### config.mk
export PLATFORM = sky130hd
export DESIGN_NAME = burst_addr_gen
export DESIGN_NICKNAME = d
export VERILOG_FILES = /design/src/rtl/burst_pkg.sv /design/src/rtl/burst_beat_ctr.sv /design/src/rtl/burst_start_reg.sv /design/src/rtl/burst_lowbit_map.sv /design/src/rtl/burst_addr_gen.sv
export SDC_FILE = /design/constraint.sdc
export NUM_CORES = 1
export LEC_CHECK = 0
export BUFFER_PORTS_ARGS = -buffer_cell sky130_fd_sc_hd__buf_2
export CORE_AREA = 2 2 63 65
export DETAILED_ROUTE_END_ITERATION = 10
export DIE_AREA = 0 0 65 67
export SLEW_MARGIN = 30
export SYNTH_ARGS = -nofsm -noshare
export SYNTH_HDL_FRONTEND = slang
export SYNTH_SLANG_ARGS = --single-unit
### constraint.sdc
create_clock -name clk -period 1.63 [get_ports clk]
set_clock_uncertainty 0.1 [all_clocks]
set_input_delay 0.2445 -clock clk [delete_from_list [all_inputs] [get_ports clk]]
set_output_delay 0.2445 -clock clk [all_outputs]
set_load 0.05 [all_outputs]
### src/rtl/burst_pkg.sv
package burst_pkg;

  // Burst order selected at load time.
  typedef enum logic {
    ORD_LINEAR      = 1'b0,
    ORD_INTERLEAVED = 1'b1
  } burst_order_e;

endpackage

### src/rtl/burst_beat_ctr.sv
module burst_beat_ctr #(
  parameter int BEAT_W = 2
) (
  input  logic              clk,
  input  logic              rst,
  input  logic              adv_i,
  output logic [BEAT_W-1:0] beat_nxt_o,
  output logic [BEAT_W-1:0] beat_q_o
);

  // A load restarts at beat 0. An advance wraps naturally at 2**BEAT_W.
  always_comb begin
    if (adv_i) beat_nxt_o = beat_q_o + BEAT_W'(1);
    else       beat_nxt_o = '0;
  end

  always_ff @(posedge clk) begin
    if (rst) beat_q_o <= '0;
    else     beat_q_o <= beat_nxt_o;
  end

  AST_BEAT_STEP: assert property (@(posedge clk) disable iff (rst)
    adv_i |=> beat_q_o == $past(beat_q_o) + BEAT_W'(1));

  AST_BEAT_LOAD_ZERO: assert property (@(posedge clk) disable iff (rst)
    !adv_i |=> beat_q_o == '0);

endmodule

### src/rtl/burst_start_reg.sv
module burst_start_reg
  import burst_pkg::*;
#(
  parameter int ADDR_W = 20
) (
  input  logic              clk,
  input  logic              rst,
  input  logic              adv_i,
  input  logic              order_i,
  input  logic [ADDR_W-1:0] addr_i,
  output logic [ADDR_W-1:0] start_q_o,
  output burst_order_e      order_q_o,
  output logic [ADDR_W-1:0] start_eff_o,
  output burst_order_e      order_eff_o
);

  // The effective start and order are the bus values in a load cycle and
  // the held values while advancing.
  always_comb begin
    if (adv_i) begin
      start_eff_o = start_q_o;
      order_eff_o = order_q_o;
    end else begin
      start_eff_o = addr_i;
      order_eff_o = burst_order_e'(order_i);
    end
  end

  always_ff @(posedge clk) begin
    if (rst) begin
      start_q_o <= '0;
      order_q_o <= ORD_INTERLEAVED;
    end else if (!adv_i) begin
      start_q_o <= addr_i;
      order_q_o <= burst_order_e'(order_i);
    end
  end

  AST_ORDER_HELD: assert property (@(posedge clk) disable iff (rst)
    adv_i |=> $stable(order_q_o));

  AST_START_HELD: assert property (@(posedge clk) disable iff (rst)
    adv_i |=> $stable(start_q_o));

endmodule

### src/rtl/burst_lowbit_map.sv
module burst_lowbit_map
  import burst_pkg::*;
#(
  parameter int BEAT_W = 2
) (
  input  logic [BEAT_W-1:0] start_low_i,
  input  logic [BEAT_W-1:0] beat_i,
  input  burst_order_e      order_i,
  output logic [BEAT_W-1:0] low_o
);

  logic [BEAT_W-1:0] lin_low;
  logic [BEAT_W-1:0] ilv_low;

  // Linear order: modulo add over the low field.
  assign lin_low = start_low_i + beat_i;

  // Interleaved order: each bit flips independently, so it is built bit by bit.
  for (genvar gi = 0; gi < BEAT_W; gi++) begin : g_ilv
    assign ilv_low[gi] = start_low_i[gi] ^ beat_i[gi];
  end

  assign low_o = (order_i == ORD_LINEAR) ? lin_low : ilv_low;

endmodule

### src/rtl/burst_addr_gen.sv
module burst_addr_gen
  import burst_pkg::*;
#(
  parameter int ADDR_W    = 20,
  parameter int BURST_LEN = 4,
  localparam int BEAT_W   = $clog2(BURST_LEN)
) (
  input  logic              clk,
  input  logic              rst,
  input  logic              adv_i,
  input  logic              order_i,
  input  logic [ADDR_W-1:0] addr_i,
  output logic [ADDR_W-1:0] addr_o,
  output logic [BEAT_W-1:0] beat_o
);

  logic [BEAT_W-1:0] beat_nxt;
  logic [BEAT_W-1:0] beat_q;
  logic [ADDR_W-1:0] start_q;
  logic [ADDR_W-1:0] start_eff;
  burst_order_e      order_q;
  burst_order_e      order_eff;
  logic [BEAT_W-1:0] low_nxt;

  burst_beat_ctr #(.BEAT_W(BEAT_W)) u_beat (
    .clk        (clk),
    .rst        (rst),
    .adv_i      (adv_i),
    .beat_nxt_o (beat_nxt),
    .beat_q_o   (beat_q)
  );

  burst_start_reg #(.ADDR_W(ADDR_W)) u_start (
    .clk         (clk),
    .rst         (rst),
    .adv_i       (adv_i),
    .order_i     (order_i),
    .addr_i      (addr_i),
    .start_q_o   (start_q),
    .order_q_o   (order_q),
    .start_eff_o (start_eff),
    .order_eff_o (order_eff)
  );

  burst_lowbit_map #(.BEAT_W(BEAT_W)) u_map (
    .start_low_i (start_eff[BEAT_W-1:0]),
    .beat_i      (beat_nxt),
    .order_i     (order_eff),
    .low_o       (low_nxt)
  );

  always_ff @(posedge clk) begin
    if (rst) addr_o <= '0;
    else     addr_o <= {start_eff[ADDR_W-1:BEAT_W], low_nxt};
  end

  assign beat_o = beat_q;

  AST_LOAD_CAPTURE: assert property (@(posedge clk) disable iff (rst)
    !adv_i |=> addr_o == $past(addr_i));

  AST_UPPER_HOLD: assert property (@(posedge clk) disable iff (rst)
    adv_i |=> addr_o[ADDR_W-1:BEAT_W] == $past(addr_o[ADDR_W-1:BEAT_W]));

  AST_LINEAR_STEP: assert property (@(posedge clk) disable iff (rst)
    (adv_i && order_q == ORD_LINEAR) |=>
      addr_o[BEAT_W-1:0] == $past(addr_o[BEAT_W-1:0]) + BEAT_W'(1));

  AST_XOR_INVARIANT: assert property (@(posedge clk) disable iff (rst)
    (adv_i && order_q == ORD_INTERLEAVED) |=>
      (addr_o[BEAT_W-1:0] ^ beat_o) == $past(addr_o[BEAT_W-1:0] ^ beat_o));

  AST_WRAP_HOME: assert property (@(posedge clk) disable iff (rst)
    (adv_i && beat_o == BEAT_W'(BURST_LEN-1)) |=> addr_o == start_q);

endmodule

==> results of run 1 <==
per-layer routing:
layer	vias up	routed length (um)	GRT usage, %
li1	367	-	-
met1	315	827	9.89
met2	26	825	14.7
met3	2	168	3.04
met4	0	34	6.38
met5	-	0	0
final cells by class:
type                       count  area [um2]  area share (%)
clock buffer                   4        45.0            3.60
multi-input combinational     54         404            32.3
sequential                    25         502            40.1
tap                           48        60.1            4.80
timing repair buffer          47         240            19.2
cell families (layout without fill, tap and decap cells):
| group | count (synthesis) | after routing | share of synthesized area [%] |
|---|---|---|---|
| AO/OA/AOI/OAI | 1 | 1 | 0.704 |
| buffers and inverters | 23 | 51 | 15.2 |
| AND/OR/NAND/NOR | 27 | 27 | 11.3 |
| multiplexers | 23 | 23 | 21.7 |
| XOR/XNOR | 2 | 2 | 3.05 |
| adder cells (fa/ha/maj) | 1 | 1 | 1.17 |
| flip-flops | 25 | 25 | 46.9 |
layout by cell type, fill, tap and decap left out:
cell type and count:
buf_2 45, dfxtp_1 24, mux2i_1 22, nor2_1 21
clkbuf_8 3, nor2b_1 2, nand2b_1 2, buf_4 2
and2b_2 1, mux2_2 1, a21o_1 1, nand3b_1 1
xor3_1 1, xnor2_1 1, ha_1 1, clkbuf_1 1
dfxtp_2 1
worst register-to-register path: cells and delay by family, from the launching register on:
kind	cells	cell delay, ps
muxes	2	380
xor gates and xnor gates	1	400
DFF	1	370
registers in the layout, indices dropped and copies added, names as in the netlist:
register,flops
addr_o,20
u_beat.beat_q_o,2
u_start.start_q_o,2
u_start.order_q_o,1
power breakdown:
part / leakage (nW) / internal, mW / switching (mW)
registers: 0.207 / 0.649 / 0.0179
clock network: 0.0228 / 0.174 / 0.173
logic: 0.427 / 0.0929 / 0.184
worst paths after layout:
kind	start	end	slack (ps)
max	u_beat.beat_q_o[0]	addr_o[1]	310
max reg2reg	u_beat.beat_q_o[0]	addr_o[1]	310
min	addr_i[12]	addr_o[12]	110
min reg2reg	u_beat.beat_q_o[0]	u_beat.beat_q_o[0]	350
==> metrics.txt, run 1 <==
Post-synth top cells dfxtp_1, mux2i_1, nor2_1; Synth Instances 102; CTS Hold Buffers Added 0; CTS Buffer Depth 2; Critical Path Slowest Stage Cell xor3_1; Avg WL per Cell 10.4 um; Pwr Density 1030 nW/um2; Die Y-Extent 67 um; post-route ant nets 0; final worst path period need 1320 ps; via/cell ratio 3.99; Yosys reg bits 25; Max-Slew Margin vs Limit 71.9%; startpoint class of the critical path flip-flop; Synth-to-Final Area Change 17.2%; Design Power 1.29 mW; max frequency 757 MHz; Mapped Nets 127; post-synth top area share 46.9%; stages on the worst setup path 3; main flop type after synthesis dfxtp_1; Die Footprint 4360 um2; number of flops mapped to enable cells by yosys 0; endpoints failing setup 0; Iteration-0 DRC Markers 8; Worst Path Max Fanout 5; detailed-router iteration count before antenna repair 4; DRC viols 0; first-pass GRT wire length 2.89 mm; count of cell types in the netlist 15; kind of cell adding the most delay to the critical path XOR/XNOR gates; initial antenna violation count 0; FP Rows 22; hold slack 114 ps; CTS Sinks 25; CTS Root Buffer Type clkbuf_8; RePlAce Congestion 0.590; CP Buf/Inv Count 0; FILL cells 387; Die Wd 65 um; CTS tree built; CP Capture Type flip-flop; Finished Cell Area 1250 um2; Yosys top cell by area dfxtp_1; ANT cells 0; I/O pins 46; DP HPWL 1.41 mm; Post-CTS Resized 0; CP arrival 1410 ps; crit path kind reg -> reg; outcome complete, no violations; worst hold stages 3; largest net degree at the start of global routing 26; pre-CTS WS 280 ps; placed cell count 174; Core Util, Final 34.7%; Worst Max-Slew Pin Slew 421 ps; Max Slew Vio Count 0; gr usage total 9.04%; number of global-route vias before repair 668; Core Area 3610 um2; starting density of the core 29.6%; Post-DP Area 1210 um2; syn avg cell area 10.5 um2; Leak 0.657 nW; crit-path cells xor3_1 -> mux2i_1 -> mux2i_1; CP most frequent cell mux2i_1; CTS clk-pin slew, worst paths 80 ps; H-tree depth 1; Post-Route WL 1.86 mm; Max Cap Viol 0; GR Overflow Total 0; RSZ-0062 raised after global routing no; setup bufs post-CTS 0; sequential area share after synthesis 46.9%; Worst IR Drop VDD 0.235 mV; most frequent cell after synthesis dfxtp_1; Tcrit/Tclk final 81.0%; nets 156; Synth warnings 0; post-synthesis async set-or-reset flop share 0%; Mapped Area 1070 um2; final std cells w/o fill 178; CTS Buf Count 3; type of the most critical hold path in -> reg; top post-synthesis cells by area dfxtp_1, mux2i_1, buf_4; Critical Path Max Stage Delay 400 ps; I/O Buffers 45; Fin Setup TNS 0 ps; final critical-path setup slack 309 ps; final hold vios 0; Reg2Reg Depth 3; Clk Latency, worst-skew pair 260 ps; Worst Path Required 1720 ps; DR vias 710; layout cell share with drive strength beyond 1 40.8%
Note: power is estimated with default switching activity, not from simulation.
==> run 2, diff against run 1 <==
--- a/config.mk
+++ b/config.mk
@@ -5,6 +5,7 @@
 export SDC_FILE = /design/constraint.sdc
 export NUM_CORES = 1
 export LEC_CHECK = 0
+export ABC_AREA = 1
 export BUFFER_PORTS_ARGS = -buffer_cell sky130_fd_sc_hd__buf_2
 export CORE_AREA = 2 2 63 65
 export DETAILED_ROUTE_END_ITERATION = 10
==> constraint.sdc (replaced) <==
create_clock -name clk -period 1.2 [get_ports clk]
set_clock_uncertainty 0.1 [all_clocks]
set_input_delay 0.18 -clock clk [delete_from_list [all_inputs] [get_ports clk]]
set_output_delay 0.18 -clock clk [all_outputs]
set_load 0.05 [all_outputs]
==> metrics.txt, run 2 <==
starting density of the core 29.3% (-0.28 points); Clk Latency, worst-skew pair 260 ps (about the same); hold slack 36.7 ps (-77.0 ps); Worst Hold End u_start.order_q_o; FILL cells 403 (+4.1%); via/cell ratio 4.11 (+3.2%); layout cell share with drive strength beyond 1 37.1% (-3.7 points); crit path kind reg -> out; number of global-route vias before repair 804 (+20%); Max-Slew Margin vs Limit 83.3% (+11 points); final hold vios 0 (unchanged); type of the most critical hold path in -> reg; final critical-path setup slack 40.5 ps (-269 ps); detailed-router iteration count before antenna repair 4 (unchanged); max frequency 862 MHz; Synth-to-Final Area Change 22.6%; DRC viols 0 (unchanged); Worst IR Drop VDD 0.720 mV (+210%); nets 196 (+26%); gr usage total 10.7% (+1.7 points); Mapped Nets 165 (+30%); crit-path cells clkbuf_4; CP Capture Type primary output; most common library cell in the layout ignoring fill and taps nor2_1; min-delay src order_i; Die Footprint 4360 um2 (unchanged); worst reg2reg setup slack 90 ps (-220 ps); Die Wd 65 um (unchanged); outcome complete, no violations; Design Power 1.83 mW (+42%); syn avg cell area 7.55 um2 (-28%); CTS clk-pin slew, worst paths 80 ps (about the same); Post-synth top cells nor2_1, dfxtp_1, buf_4; startpoint class of the critical path flip-flop; worst r2r dst addr_o[1]; DR vias 897 (+26%); Yosys reg bits 25 (unchanged); multi-input logic area 369 um2 (-8.7%); Finished Cell Area 1300 um2 (+3.6%); post-synthesis async set-or-reset flop share 0% (unchanged); largest net degree at the start of global routing 20 (-23%); Critical Path Max Stage Delay 380 ps (-20 ps); Biggest register addr_o; RSZ-0062 raised after global routing yes; setup bufs post-CTS 0 (unchanged); post-synthesis compound-gate area fraction 9.47% (+8.8 points); GR Overflow Total 0 (unchanged); Synth Instances 140 (+37%); initial antenna violation count 0 (unchanged); FP Rows 22 (unchanged); CTS Sinks 25 (unchanged); Worst Path Max Fanout 4 (-1); max reg flops 20 (unchanged); ANT cells 0 (unchanged); endpoints failing setup 0 (unchanged); top post-synthesis cells by area dfxtp_1, nor2_1, buf_4; Worst Max-Slew Pin Slew 252 ps (-170 ps); Mapped Area 1060 um2 (-0.94%); CTS Root Buffer Type clkbuf_8; count of cell types in the netlist 15 (unchanged); Pwr Density 1410 nW/um2 (+37%); Max Slew Vio Count 0 (unchanged); main flop type after synthesis dfxtp_1; mux cell area share after synthesis 0% (-22 points); I/O Buffers 45 (unchanged); CP Buf/Inv Count 1 (+1); Post-Route WL 2.10 mm (+13%); CP arrival 880 ps (-530 ps); number of flops mapped to enable cells by yosys 0 (unchanged); Leak 0.658 nW (+0.23%); Post-DP Area 1230 um2 (+2.1%); first-pass GRT wire length 3.50 mm (+21%); Synth warnings 0 (unchanged); largest family of logic cells by synthesized area simple AND/OR/NAND/NOR gates; H-tree depth 1 (unchanged); Tcrit/Tclk final 96.6%; top flop regs addr_o: 20 flops, u_beat.beat_q_o: 2 flops, u_start.start_q_o: 2 flops; commonest cells after routing, fill and taps aside nor2_1, buf_2, dfxtp_1; Max Cap Viol 0 (unchanged); Avg WL per Cell 9.62 um (-7.7%); kind of cell adding the most delay to the critical path flip-flops; CTS Buffer Depth 2 (unchanged); post-synth top area share 47.3% (+0.44 points); CTS Buf Count 3 (unchanged); Core Area 3610 um2 (unchanged); I/O pins 46 (unchanged); Synth Area in XOR/XNOR 0% (-3.0 points); worst hold stages 3 (unchanged); Yosys top cell by area dfxtp_1; CTS Hold Buffers Added 0 (unchanged); post-route ant nets 0 (unchanged); area share of fa/ha/maj cells after synthesis 1.18% (+0.011 points); DP HPWL 1.60 mm (+13%); Worst Path Required 920 ps (-800 ps); most frequent cell after synthesis nor2_1; R2R Path Start u_beat.beat_q_o[0]; pre-CTS WS 9.84 ps (-270 ps); FF/Latch Area 505 um2 (+0.75%); final worst path period need 1160 ps; sequential area share after synthesis 47.3% (+0.44 points); CTS tree built; Die Y-Extent 67 um (unchanged); Iteration-0 DRC Markers 31 (+23); Reg2Reg Depth 7 (+4); Synth Area in Simple Gates 23.8% (+13 points); RePlAce Congestion 0.754 (+28%); Critical Path Slowest Stage Cell dfxtp_2
run 2: stage by stage:
stage	setup TNS [ps]	utilization [%]	instances
2_1_floorplan	0	-	140
3_3_place_gp	0	34.1	214
3_5_place_dp	0	34.1	214
4_1_cts	0	35.5	218
5_1_grt	-9.81	35.9	218
6_report	0	35.9	218
run 2: cell type report:
class | count | share of cell area, %
clock inverters | 1 | 0.483
multi-input cells | 84 | 28.5
inverters | 7 | 2.03
well taps | 48 | 4.63
repair buffers | 50 | 22.2
flip-flops and latches | 25 | 39.0
clock buffers | 3 | 3.19
run 2: layer usage:
metal	part of all wire [%]	track usage, %	vias to the layer above
met5	0	0	-
met4	1.6	5.59	0
met3	4.3	2.53	2
met2	48	18.2	22
met1	46	12.6	396
li1	-	-	477
run 2: cell families (layout without fill, tap and decap cells):
group | after synthesis | in the layout
flip-flops | 25 | 25
adder cells (fa/ha/maj) | 1 | 1
AND/OR/NAND/NOR | 63 | 63
buffers and inverters | 31 | 61
AO/OA/AOI/OAI | 20 | 20
run 2: power by group:
| group | switching [mW] | leakage [nW] | internal [mW] | total [mW] |
|---|---|---|---|---|
| clock network | 0.267 | 0.0260 | 0.237 | 0.504 |
| registers | 0.0254 | 0.209 | 0.886 | 0.911 |
| logic | 0.291 | 0.424 | 0.123 | 0.413 |
| total | 0.583 | 0.658 | 1.24 | 1.83 |
run 2: worst max-delay path by stage:
stage,from,end,slack (ps),cells after the start
6_report,u_beat.beat_q_o[1],beat_o[1],40,1
5_1_grt,u_beat.beat_q_o[0],addr_o[1],-10,7
4_1_cts,u_beat.beat_q_o[0],beat_o[0],1,1
3_5_place_dp,adv_i,addr_o[1],10,10
3_3_place_gp,adv_i,addr_o[1],40,10
2_1_floorplan,u_beat.beat_q_o[0],addr_o[1],20,7
run 2: timing repair:
item / CTS / global route
endpoints found under the hold margin: 0 / 0
endpoints found under the setup margin: 0 / 6
resized for setup: 0 / 7
